==> src/rtl/pwm_pkg.sv <==
package pwm_pkg;

  // Default ramp width; the period is 2**width clocks.
  localparam int unsigned PWM_DEF_CNT_W = 8;

  // Action the ramp counter takes on the next edge.
  typedef enum logic [1:0] {
    STEP_HOLD = 2'b00,
    STEP_INC  = 2'b01,
    STEP_WRAP = 2'b10
  } pwm_step_e;

endpackage

==> src/rtl/pwm_ramp_counter.sv <==
module pwm_ramp_counter
  import pwm_pkg::*;
#(
  parameter int unsigned CNT_W = PWM_DEF_CNT_W
) (
  input  logic             clk_i,
  input  logic             rst_ni,
  input  logic             en_i,
  output logic [CNT_W-1:0] cnt_o,
  output logic [CNT_W-1:0] cnt_nxt_o,
  output logic             wrap_nxt_o,
  output logic             wrap_o
);

  localparam logic [CNT_W-1:0] CntMax = {CNT_W{1'b1}};
  localparam logic [CNT_W-1:0] CntOne = CNT_W'(1);

  pwm_step_e        step;
  logic [CNT_W-1:0] cnt_q, cnt_d;
  logic             wrap_q, wrap_d;

  // Next-state decision
  always_comb begin
    if (!en_i) begin
      step = STEP_HOLD;
    end else if (cnt_q == CntMax) begin
      step = STEP_WRAP;
    end else begin
      step = STEP_INC;
    end
  end

  always_comb begin
    cnt_d  = cnt_q;
    wrap_d = 1'b0;
    unique case (step)
      STEP_INC: begin
        cnt_d = cnt_q + CntOne;
      end
      STEP_WRAP: begin
        cnt_d  = '0;
        wrap_d = 1'b1;
      end
      default: begin
        cnt_d = cnt_q;
      end
    endcase
  end

  // State registers
  always_ff @(posedge clk_i or negedge rst_ni) begin
    if (!rst_ni) begin
      cnt_q  <= '0;
      wrap_q <= 1'b0;
    end else begin
      cnt_q  <= cnt_d;
      wrap_q <= wrap_d;
    end
  end

  assign cnt_o      = cnt_q;
  assign cnt_nxt_o  = cnt_d;
  assign wrap_nxt_o = wrap_d;
  assign wrap_o     = wrap_q;

  // enabled top value goes to zero
  a_r1_wrap_to_zero: assert property (@(posedge clk_i) disable iff (!rst_ni)
    (en_i && cnt_q == CntMax) |=> (cnt_q == '0));

  // enabled non-top value steps by one
  a_r1_step_up: assert property (@(posedge clk_i) disable iff (!rst_ni)
    (en_i && cnt_q != CntMax) |=> (cnt_q == $past(cnt_q) + CntOne));

  // ramp frozen while disabled
  a_r6_freeze: assert property (@(posedge clk_i) disable iff (!rst_ni)
    !en_i |=> $stable(cnt_q));

  // strobe lasts one cycle and coincides with count zero
  a_r5_one_cycle: assert property (@(posedge clk_i) disable iff (!rst_ni)
    wrap_q |=> !wrap_q);

  a_r5_at_zero: assert property (@(posedge clk_i) disable iff (!rst_ni)
    wrap_q |-> (cnt_q == '0));

  // no strobe without an enabled edge
  a_r7_no_idle_wrap: assert property (@(posedge clk_i) disable iff (!rst_ni)
    !en_i |=> !wrap_q);

endmodule

==> src/rtl/pwm_duty_shadow.sv <==
module pwm_duty_shadow #(
  parameter int unsigned DUTY_W = 9
) (
  input  logic              clk_i,
  input  logic              rst_ni,
  input  logic              load_i,
  input  logic [DUTY_W-1:0] duty_i,
  output logic [DUTY_W-1:0] duty_nxt_o
);

  logic [DUTY_W-1:0] duty_q, duty_d;

  // Copy the request only on the wrap edge.
  always_comb begin
    if (load_i) begin
      duty_d = duty_i;
    end else begin
      duty_d = duty_q;
    end
  end

  always_ff @(posedge clk_i or negedge rst_ni) begin
    if (!rst_ni) begin
      duty_q <= '0;
    end else if (load_i) begin
      duty_q <= duty_d;
    end
  end

  assign duty_nxt_o = duty_d;

  // shadow untouched away from the wrap
  a_r4_hold: assert property (@(posedge clk_i) disable iff (!rst_ni)
    !load_i |=> $stable(duty_q));

  // value present at the wrap edge is captured
  a_r4_capture: assert property (@(posedge clk_i) disable iff (!rst_ni)
    load_i |=> (duty_q == $past(duty_i)));

endmodule

==> src/rtl/pwm_compare_out.sv <==
module pwm_compare_out #(
  parameter int unsigned CNT_W  = 8,
  parameter int unsigned DUTY_W = CNT_W + 1
) (
  input  logic              clk_i,
  input  logic              rst_ni,
  input  logic              en_i,
  input  logic [CNT_W-1:0]  cnt_nxt_i,
  input  logic [DUTY_W-1:0] duty_nxt_i,
  output logic              pwm_o
);

  localparam int unsigned PadW = DUTY_W - CNT_W;

  logic [DUTY_W-1:0] cnt_ext;
  logic              pwm_q, pwm_d;

  assign cnt_ext = {{PadW{1'b0}}, cnt_nxt_i};

  // Level for the cycle that follows this edge
  always_comb begin
    if (en_i) begin
      pwm_d = (duty_nxt_i > cnt_ext);
    end else begin
      pwm_d = 1'b0;
    end
  end

  always_ff @(posedge clk_i or negedge rst_ni) begin
    if (!rst_ni) begin
      pwm_q <= 1'b0;
    end else begin
      pwm_q <= pwm_d;
    end
  end

  assign pwm_o = pwm_q;

  // output low after a disabled edge
  a_r6_idle_low: assert property (@(posedge clk_i) disable iff (!rst_ni)
    !en_i |=> !pwm_q);

  // zero duty never drives high
  a_r3_zero_low: assert property (@(posedge clk_i) disable iff (!rst_ni)
    (duty_nxt_i == '0) |=> !pwm_q);

endmodule

==> src/rtl/pwm_dbuf_gen.sv <==
module pwm_dbuf_gen
  import pwm_pkg::*;
#(
  parameter int unsigned CNT_W = PWM_DEF_CNT_W
) (
  input  logic               clk_i,
  input  logic               rst_ni,
  input  logic               en_i,
  input  logic [CNT_W:0]     duty_i,
  output logic               pwm_o,
  output logic [CNT_W-1:0]   count_o,
  output logic               wrap_o
);

  localparam int unsigned DutyW = CNT_W + 1;

  logic [CNT_W-1:0] cnt_nxt;
  logic             wrap_nxt;
  logic [DutyW-1:0] duty_nxt;

  pwm_ramp_counter #(
    .CNT_W (CNT_W)
  ) u_ramp (
    .clk_i      (clk_i),
    .rst_ni     (rst_ni),
    .en_i       (en_i),
    .cnt_o      (count_o),
    .cnt_nxt_o  (cnt_nxt),
    .wrap_nxt_o (wrap_nxt),
    .wrap_o     (wrap_o)
  );

  pwm_duty_shadow #(
    .DUTY_W (DutyW)
  ) u_shadow (
    .clk_i      (clk_i),
    .rst_ni     (rst_ni),
    .load_i     (wrap_nxt),
    .duty_i     (duty_i),
    .duty_nxt_o (duty_nxt)
  );

  pwm_compare_out #(
    .CNT_W  (CNT_W),
    .DUTY_W (DutyW)
  ) u_cmp (
    .clk_i      (clk_i),
    .rst_ni     (rst_ni),
    .en_i       (en_i),
    .cnt_nxt_i  (cnt_nxt),
    .duty_nxt_i (duty_nxt),
    .pwm_o      (pwm_o)
  );

  // full-scale duty keeps the output high through the wrap
  a_r3_full_high: assert property (@(posedge clk_i) disable iff (!rst_ni)
    (en_i && duty_nxt >= DutyW'(1 << CNT_W)) |=> pwm_o);

endmodule

==> config.mk <==
export PLATFORM = sky130hd
export DESIGN_NAME = pwm_dbuf_gen
export DESIGN_NICKNAME = d
export VERILOG_FILES = /design/src/rtl/pwm_pkg.sv /design/src/rtl/pwm_ramp_counter.sv /design/src/rtl/pwm_duty_shadow.sv /design/src/rtl/pwm_compare_out.sv /design/src/rtl/pwm_dbuf_gen.sv
export SDC_FILE = /design/constraint.sdc
export NUM_CORES = 1
export LEC_CHECK = 0
export ABC_AREA = 0
export BUFFER_PORTS_ARGS = -buffer_cell sky130_fd_sc_hd__buf_2
export CELL_PAD_IN_SITES_DETAIL_PLACEMENT = 1
export CELL_PAD_IN_SITES_GLOBAL_PLACEMENT = 2
export CORE_ASPECT_RATIO = 0.7
export CORE_MARGIN = 8
export CORE_UTILIZATION = 38
export DETAILED_ROUTE_END_ITERATION = 6
export GPL_TIMING_DRIVEN = 0
export PLACE_DENSITY_LB_ADDON = 0.1
export REMOVE_ABC_BUFFERS = 1
export SLEW_MARGIN = 20
export SYNTH_ARGS = -nofsm -noshare
export SYNTH_HDL_FRONTEND = slang
export SYNTH_SLANG_ARGS = --single-unit
==> constraint.sdc <==
create_clock -name clk_i -period 3.72 [get_ports clk_i]
set_input_delay 1.116 -clock clk_i [delete_from_list [all_inputs] [get_ports clk_i]]
set_output_delay 1.116 -clock clk_i [all_outputs]
set_load 0.05 [all_outputs]
==> results of run 1 <==
power by group through the flow:
stage                     logic (mW)  clock network, mW  registers (mW)
after detailed placement       0.226                  0           0.273
after CTS                      0.226              0.152           0.269
after global routing           0.246              0.159           0.275
after floorplan               0.0858                  0           0.346
final                          0.223              0.142           0.268
after global placement         0.220                  0           0.271
worst max path at each step:
| stage | cells after the start | slack, ns | to |
|---|---|---|---|
| after floorplan | 8 | 0.81 | u_cmp.pwm_o$_DFF_PN0_ |
| after global placement | 9 | 0.34 | u_cmp.pwm_o$_DFF_PN0_ |
| after detailed placement | 9 | 0.31 | u_cmp.pwm_o$_DFF_PN0_ |
| after CTS | 9 | 0.58 | u_cmp.pwm_o$_DFF_PN0_ |
| after global routing | 9 | 0.42 | u_cmp.pwm_o$_DFF_PN0_ |
| final | 9 | 0.61 | u_cmp.pwm_o$_DFF_PN0_ |
per-layer routing:
metal / routed length [um] / global-route usage [%]
met2: 1110 / 17.3
met5: 0 / 0
met4: 22 / 2.58
met3: 151 / 4.17
met1: 1120 / 12.8
synthesized netlist by cell type (all sizes together):
| cell | count |
|---|---|
| a21boi | 1 |
| and2 | 1 |
| o2bb2ai | 1 |
| inv | 11 |
| and4 | 1 |
| nor2 | 3 |
| o22a | 1 |
| xor2 | 1 |
| mux2 | 16 |
| nand3 | 3 |
| ha | 9 |
| o22ai | 2 |
| a21o | 1 |
| o221ai | 1 |
| a21oi | 3 |
| dfrtp | 19 |
| buf | 2 |
| nand2 | 3 |
| nor4 | 1 |
| o21ai | 5 |
| xnor2 | 3 |
| mux2i | 1 |
| a211oi | 1 |
| o31a | 1 |
| o31ai | 1 |
| nand4 | 4 |
| nor3b | 1 |
placed cells by master (no fill, tap or decap):
master      n
mux2i_1     1
nor2_1      2
xor2_1      1
clkbuf_8    3
and4_1      1
buf_2      21
xnor2_1     3
o21ai_0     3
a211oi_1    1
a21boi_0    1
inv_1      10
o31ai_1     1
nor4_1      1
nand2_1     3
clkbuf_1    1
and2_1      1
nor2_8      1
nand4_1     2
o2bb2ai_2   1
dfrtp_1    19
o21ai_1     1
o221ai_1    1
nand3_1     3
mux2_2      6
a21oi_1     3
inv_2       1
o22ai_1     2
mux2_4     10
nand4_4     2
a21o_1      1
o31a_1      1
nor3b_1     1
o21ai_2     1
o22a_1      1
ha_1        9
metrics by stage:
stage / util (%) / instances / total power, mW
floorplan: - / 95 / 0.432
global placement: 42.8 / 154 / 0.491
detailed placement: 42.8 / 154 / 0.499
CTS: 44.2 / 158 / 0.647
global route: 44.2 / 158 / 0.680
finish: 44.2 / 158 / 0.633
sequential cells by signal (all words and copies together) (netlist names):
signal	flops
u_shadow.duty_q	9
u_ramp.cnt_o	8
u_cmp.pwm_o	1
u_ramp.wrap_o	1
logic make-up after synthesis:
logic type               count (synthesis)  synth area share [%]
AO/OA/AOI/OAI                           18                  10.8
XOR/XNOR                                 4                  2.96
adder cells (fa/ha/maj)                  9                  9.52
buffers and inverters                   13                  5.61
flip-flops                              19                  40.2
multiplexers                            17                  19.3
AND/OR/NAND/NOR                         17                  11.6
layout make-up:
class / instances / area [sq um]
Clock buffer: 4 / 45.0
Fill cell: 348 / 1710
Inverter: 11 / 41.3
Multi-Input combinational cell: 65 / 641
Sequential cell: 19 / 475
Tap cell: 38 / 47.5
Timing Repair Buffer: 21 / 105
==> impl_metrics.yaml, run 1 <==
place:
  dp_hpwl_mm: 1.94
  gp_congestion: 0.732
  placed_area_sq_um: 1310
  io_buffers: 21
  place_ws_ns: 0.311
cells_and_area:
  antenna_cells: 0
  drive_above_1_share_pct: 38.3
  final_cell_area_sq_um: 1360
  nets: 142
  area_growth_pct: 14.6
power_and_ir_drop:
  internal_power_mw: 0.371
  p_per_area_nw_per_um2: 467
  p_leak_nw: 0.707
  ir_drop_v: 0.000242
  switching_share_pct: 41.4
  p_seq_share_pct: 42.4
  combinationalPowerShare_pct: 35.2
  clkPwrFrac_pct: 22.4
  p_sw_mw: 0.262
die:
  die_w_um: 82.7
  rows: 17
  dieArea_sq_um: 5180
  die_y_um: 62.7
  ioPinCount: 22
  core-area_sq_um: 3060
  initial_utilization_pct: 38.6
sta:
  setup_viol: 0
  slew_violations: 0
  timing.hold.ws_ns: 0.508
  finalCritPeriodShare_pct: 83.5
  finalSetupTns_ns: 0
  fmax_mhz: 322
  min_period_ns: 3.11
  skew_ns: 0.00106
  worst_slack_ns: 0.614
  relSlewSlack_pct: 70.6
  hold_viol: 0
  tightest_slew_ns: 0.441
  rsz0062_at_grt: "false"
worst_setup_path:
  endpoint_kind: "flop"
  critPathLaunchType: "input pin"
  cp_top_family: "simple AND/OR/NAND/NOR gates"
  worst-path-buf-inv: 1
  cp_slowest_cell: "nor2_8"
  crit_arrival_ns: 3.24
  crit_chain: "buf_2 > nand4_4 > nor2_8 > mux2_4 > ha_1 > a211oi_1 > nor2_1 > nor4_1 > o2bb2ai_2"
  crit_type: "in2reg"
  crit_required_ns: 3.85
  r2r_slack_ns: 1.04
  crit_fanout: 17
  crit_start: "en_i"
  reg2reg_to: "u_cmp.pwm_o$_DFF_PN0_"
  r2r_start: "u_ramp.cnt_o[0]$_DFF_PN0_"
  slowest_delay_ns: 0.36
  r2r.worst_path.cells: 9
logic_synthesis:
  ys_warn_count: 0
  synth_top_area_share_pct: 40.2
  synth.area.top_cells: "dfrtp_1 (40%), mux2_4 (13%), ha_1 (9.5%)"
  ys_seq_elements: 19
  synth_area_per_cell_sq_um: 12.2
  ys_seq_area_share_pct: 40.2
  syn-instance-count: 97
  synthesis.area_sq_um: 1180
  yosys.area.top_type: "dfrtp_1"
  ys_types: 34
grt:
  grt_max_degree: 20
  antenna_found_initial: 0
  grt_pass1_wl_mm: 4.32
  grt_pass1_vias: 935
  grtUsageTotal_pct: 10.7
  grt-ovfl-total: 0
clock_network:
  numCtsBuffers: 3
  clock-sinks: 19
  clk_pin_slew_ns: 0.07
  htree_levels: 1
  ctsRootBufferMaster: "clkbuf_8"
  ctsResizeCount: 0
  post_cts_buffers: 0
  clockBufferDepth: 2
  cts_tree: "built"
  clk_latency_ns: 0.25
  cts_hold_buf: 0
drt:
  first_pass_iters: 4
  viasPerCell: 5.11
  ant_nets: 0
  routed_wirelength_mm: 2.40
  vias: 807
  routedWlPerCell_um: 15.2
  drc: 0
  initialDrtViolationCount: 41
hold_path:
  hold_depth: 1
  worst_hold_path.endpoint: "u_shadow.duty_q[8]$_DFFE_PN0P_"
  hold_class: "reg2reg"
  hold_path.startpoint: "u_shadow.duty_q[8]$_DFFE_PN0P_"
run:
  cap_viol_max_count: 0
outcome:
  status: "finished, final reports clean"
Note: power is estimated with default switching activity, not from simulation.
==> inputs of run 2 (changes only) <==
--- a/config.mk
+++ b/config.mk
@@ -5,13 +5,13 @@
 export SDC_FILE = /design/constraint.sdc
 export NUM_CORES = 1
 export LEC_CHECK = 0
-export ABC_AREA = 0
+export ABC_AREA = 1
 export BUFFER_PORTS_ARGS = -buffer_cell sky130_fd_sc_hd__buf_2
 export CELL_PAD_IN_SITES_DETAIL_PLACEMENT = 1
 export CELL_PAD_IN_SITES_GLOBAL_PLACEMENT = 2
 export CORE_ASPECT_RATIO = 0.7
 export CORE_MARGIN = 8
-export CORE_UTILIZATION = 38
+export CORE_UTILIZATION = 27
 export DETAILED_ROUTE_END_ITERATION = 6
 export GPL_TIMING_DRIVEN = 0
 export PLACE_DENSITY_LB_ADDON = 0.1
==> constraint.sdc (replaced) <==
create_clock -name clk_i -period 2.65 [get_ports clk_i]
set_input_delay 0.795 -clock clk_i [delete_from_list [all_inputs] [get_ports clk_i]]
set_output_delay 0.795 -clock clk_i [all_outputs]
set_load 0.05 [all_outputs]
==> impl_metrics.yaml, run 2 <==
outcome:
  status: "finished, final reports clean"
place:
  dp_hpwl_mm: 2.12
  io_buffers: 21
  gp_congestion: 0.736
  dp.cells: 209
logic_synthesis:
  synth_top_area_share_pct: 43.8
  synth_area_per_cell_sq_um: 7.93
  syn-instance-count: 137
  async_reset_ff_share_pct: 100
  synth_edf_count: 0
  ys_seq_elements: 19
  postSynth.topFlopCell: "dfrtp_1"
  ys_seq_area_share_pct: 43.8
  ys_types: 23
  ys_warn_count: 0
  synthesis.area_sq_um: 1090
  synth.area.top_cells: "dfrtp_1 (44%), nand2_1 (17%), ha_1 (10%)"
  synth_common_cells: "nand2_1 (49), inv_1 (23), dfrtp_1 (19)"
  synth.most_common_cell: "nand2_1"
  yosys.area.top_type: "dfrtp_1"
sta:
  tightest_slew_ns: 0.451
  slew_violations: 0
  skew_ns: 0.00575
  relSlewSlack_pct: 69.9
  finalCritPeriodShare_pct: 88.4
  fmax_mhz: 427
  rsz0062_at_grt: "false"
  hold_viol: 0
  setup_viol: 0
  min_period_ns: 2.34
worst_setup_path:
  r2r.worst_path.cells: 16
  crit_fanout: 11
  crit_arrival_ns: 2.54
  slowest_delay_ns: 0.18
  crit_type: "in2reg"
  reg2reg_to: "u_cmp.pwm_o$_DFF_PN0_"
  r2r_slack_ns: 0.34
  crit_top_cell: "nand2_1"
  cp_slowest_cell: "inv_2"
  r2r_start: "u_ramp.cnt_o[0]$_DFF_PN0_"
  critPathLaunchType: "input pin"
  crit_chain: "buf_2 > nand2_2 > nor2_4 > nand2_4 > inv_2 > nand2_1 > nand2_1 > ha_1 > nand2_1 > nor2_1 > nand2_1 > nand3_1 > nand2_1 > nand2_1 > nand2_1 > a21oi_2"
  endpoint_kind: "flop"
  crit_required_ns: 2.84
power_and_ir_drop:
  ir_drop_v: 0.000358
  p_leak_nw: 0.815
  p_per_area_nw_per_um2: 791
  total_power_mw: 1.03
run:
  cap_viol_max_count: 0
drt:
  first_pass_iters: 4
  routed_wirelength_mm: 2.62
  ant_nets: 0
  initialDrtViolationCount: 21
  routedWlPerCell_um: 12.3
  drc: 0
  viasPerCell: 4.29
  vias: 913
die:
  die_y_um: 69.1
  core-area_sq_um: 3900
  dieArea_sq_um: 6340
  initial_utilization_pct: 27.9
  rows: 19
  ioPinCount: 22
  die_w_um: 91.8
clock_network:
  ctsRootBufferMaster: "clkbuf_8"
  clock-sinks: 19
  cts_tree: "built"
  numCtsBuffers: 3
  clk_pin_slew_ns: 0.07
  clk_latency_ns: 0.26
  htree_levels: 1
  cts_hold_buf: 0
  clockBufferDepth: 2
grt:
  antenna_found_initial: 0
  grt_pass1_wl_mm: 4.60
  grt_pass1_vias: 952
  grtUsageTotal_pct: 8.97
  grt_max_degree: 20
  grt-ovfl-total: 0
cells_and_area:
  fill_cells: 497
  final_cell_mix: "nand2_1 (49), inv_1 (23), buf_2 (21)"
  nets: 183
  drive_above_1_share_pct: 23.0
  regMostFlops: "u_shadow.duty_q"
  final_util_pct: 33.2
  mostFrequentLayoutCell: "nand2_1"
  final_cells: 213
  area_growth_pct: 19.4
  antenna_cells: 0
  largest_reg_flops: 9
hold_path:
  hold_class: "in2async"
## run 2: kinds of logic (layout without fill, tap and decap cells)
group	Yosys count	after routing	synth area share (%)
adder cells (fa/ha/maj)	9	9	10.4
AND/OR/NAND/NOR	70	70	27.8
buffers and inverters	25	49	9.33
XOR/XNOR	1	1	0.807
AO/OA/AOI/OAI	13	13	7.95
flip-flops	19	19	43.8
## run 2: per-layer routing
layer  GRT usage, %  share of wire (%)  routed length, um
met5              0                  0                  0
met3           3.46                4.6                121
met1           11.0                 48               1260
met2           14.2                 46               1210
met4           2.67                1.1                 29
## run 2: report_power, final
group / leakage [nW] / internal, mW / switching, mW
Combinational: 0.549 / 0.120 / 0.317
Sequential: 0.240 / 0.339 / 0.0473
Clock: 0.0255 / 0.105 / 0.0972
Total: 0.815 / 0.564 / 0.461
## run 2: worst max path at each step
stage | from | end | slack, ns
2_1_floorplan | u_ramp.cnt_o[0]$_DFF_PN0_ | u_cmp.pwm_o$_DFF_PN0_ | 0.34
3_3_place_gp | en_i | u_cmp.pwm_o$_DFF_PN0_ | -0.03
3_5_place_dp | en_i | u_cmp.pwm_o$_DFF_PN0_ | -0.09
4_1_cts | u_ramp.cnt_o[0]$_DFF_PN0_ | u_cmp.pwm_o$_DFF_PN0_ | 0.18
5_1_grt | en_i | u_cmp.pwm_o$_DFF_PN0_ | 0.06
6_report | en_i | u_cmp.pwm_o$_DFF_PN0_ | 0.31
## run 2: worst max-delay path: cells and delay by family
family | cells | cell delay, ns
AOI/OAI and AO/OA | 1 | 0.11
buffers and inverters | 2 | 0.32
and+or+nand+nor | 12 | 1.14
adders and majority gates | 1 | 0.15
## run 2: metrics by stage
stage	cell area, sq um	TNS (ns)	worst slack (ns)	hold slack [ns]
after floorplan	1070	0	0.340	0.444
after global placement	1240	-0.0336	-0.0336	0.457
after detailed placement	1240	-0.0852	-0.0852	0.461
after CTS	1290	0	0.176	0.480
after global routing	1300	0	0.0643	0.487
final	1300	0	0.307	0.475
## run 2: area by class of cell
class / count / area, sq um / share of cell area [%]
clock buffers: 3 / 41.3 / 3.19
multi-input cells: 93 / 514 / 39.7
clock inverters: 1 / 5.00 / 0.386
well taps: 52 / 65.1 / 5.02
repair buffers: 21 / 105 / 8.11
flip-flops and latches: 19 / 475 / 36.7
inverters: 24 / 90.1 / 6.95
## run 2: timing repair
action,4_1_cts,5_1_grt
hold endpoints to repair,0,0
endpoints found under the setup margin,0,1
gates resized for setup,0,1
setup buffers,0,0
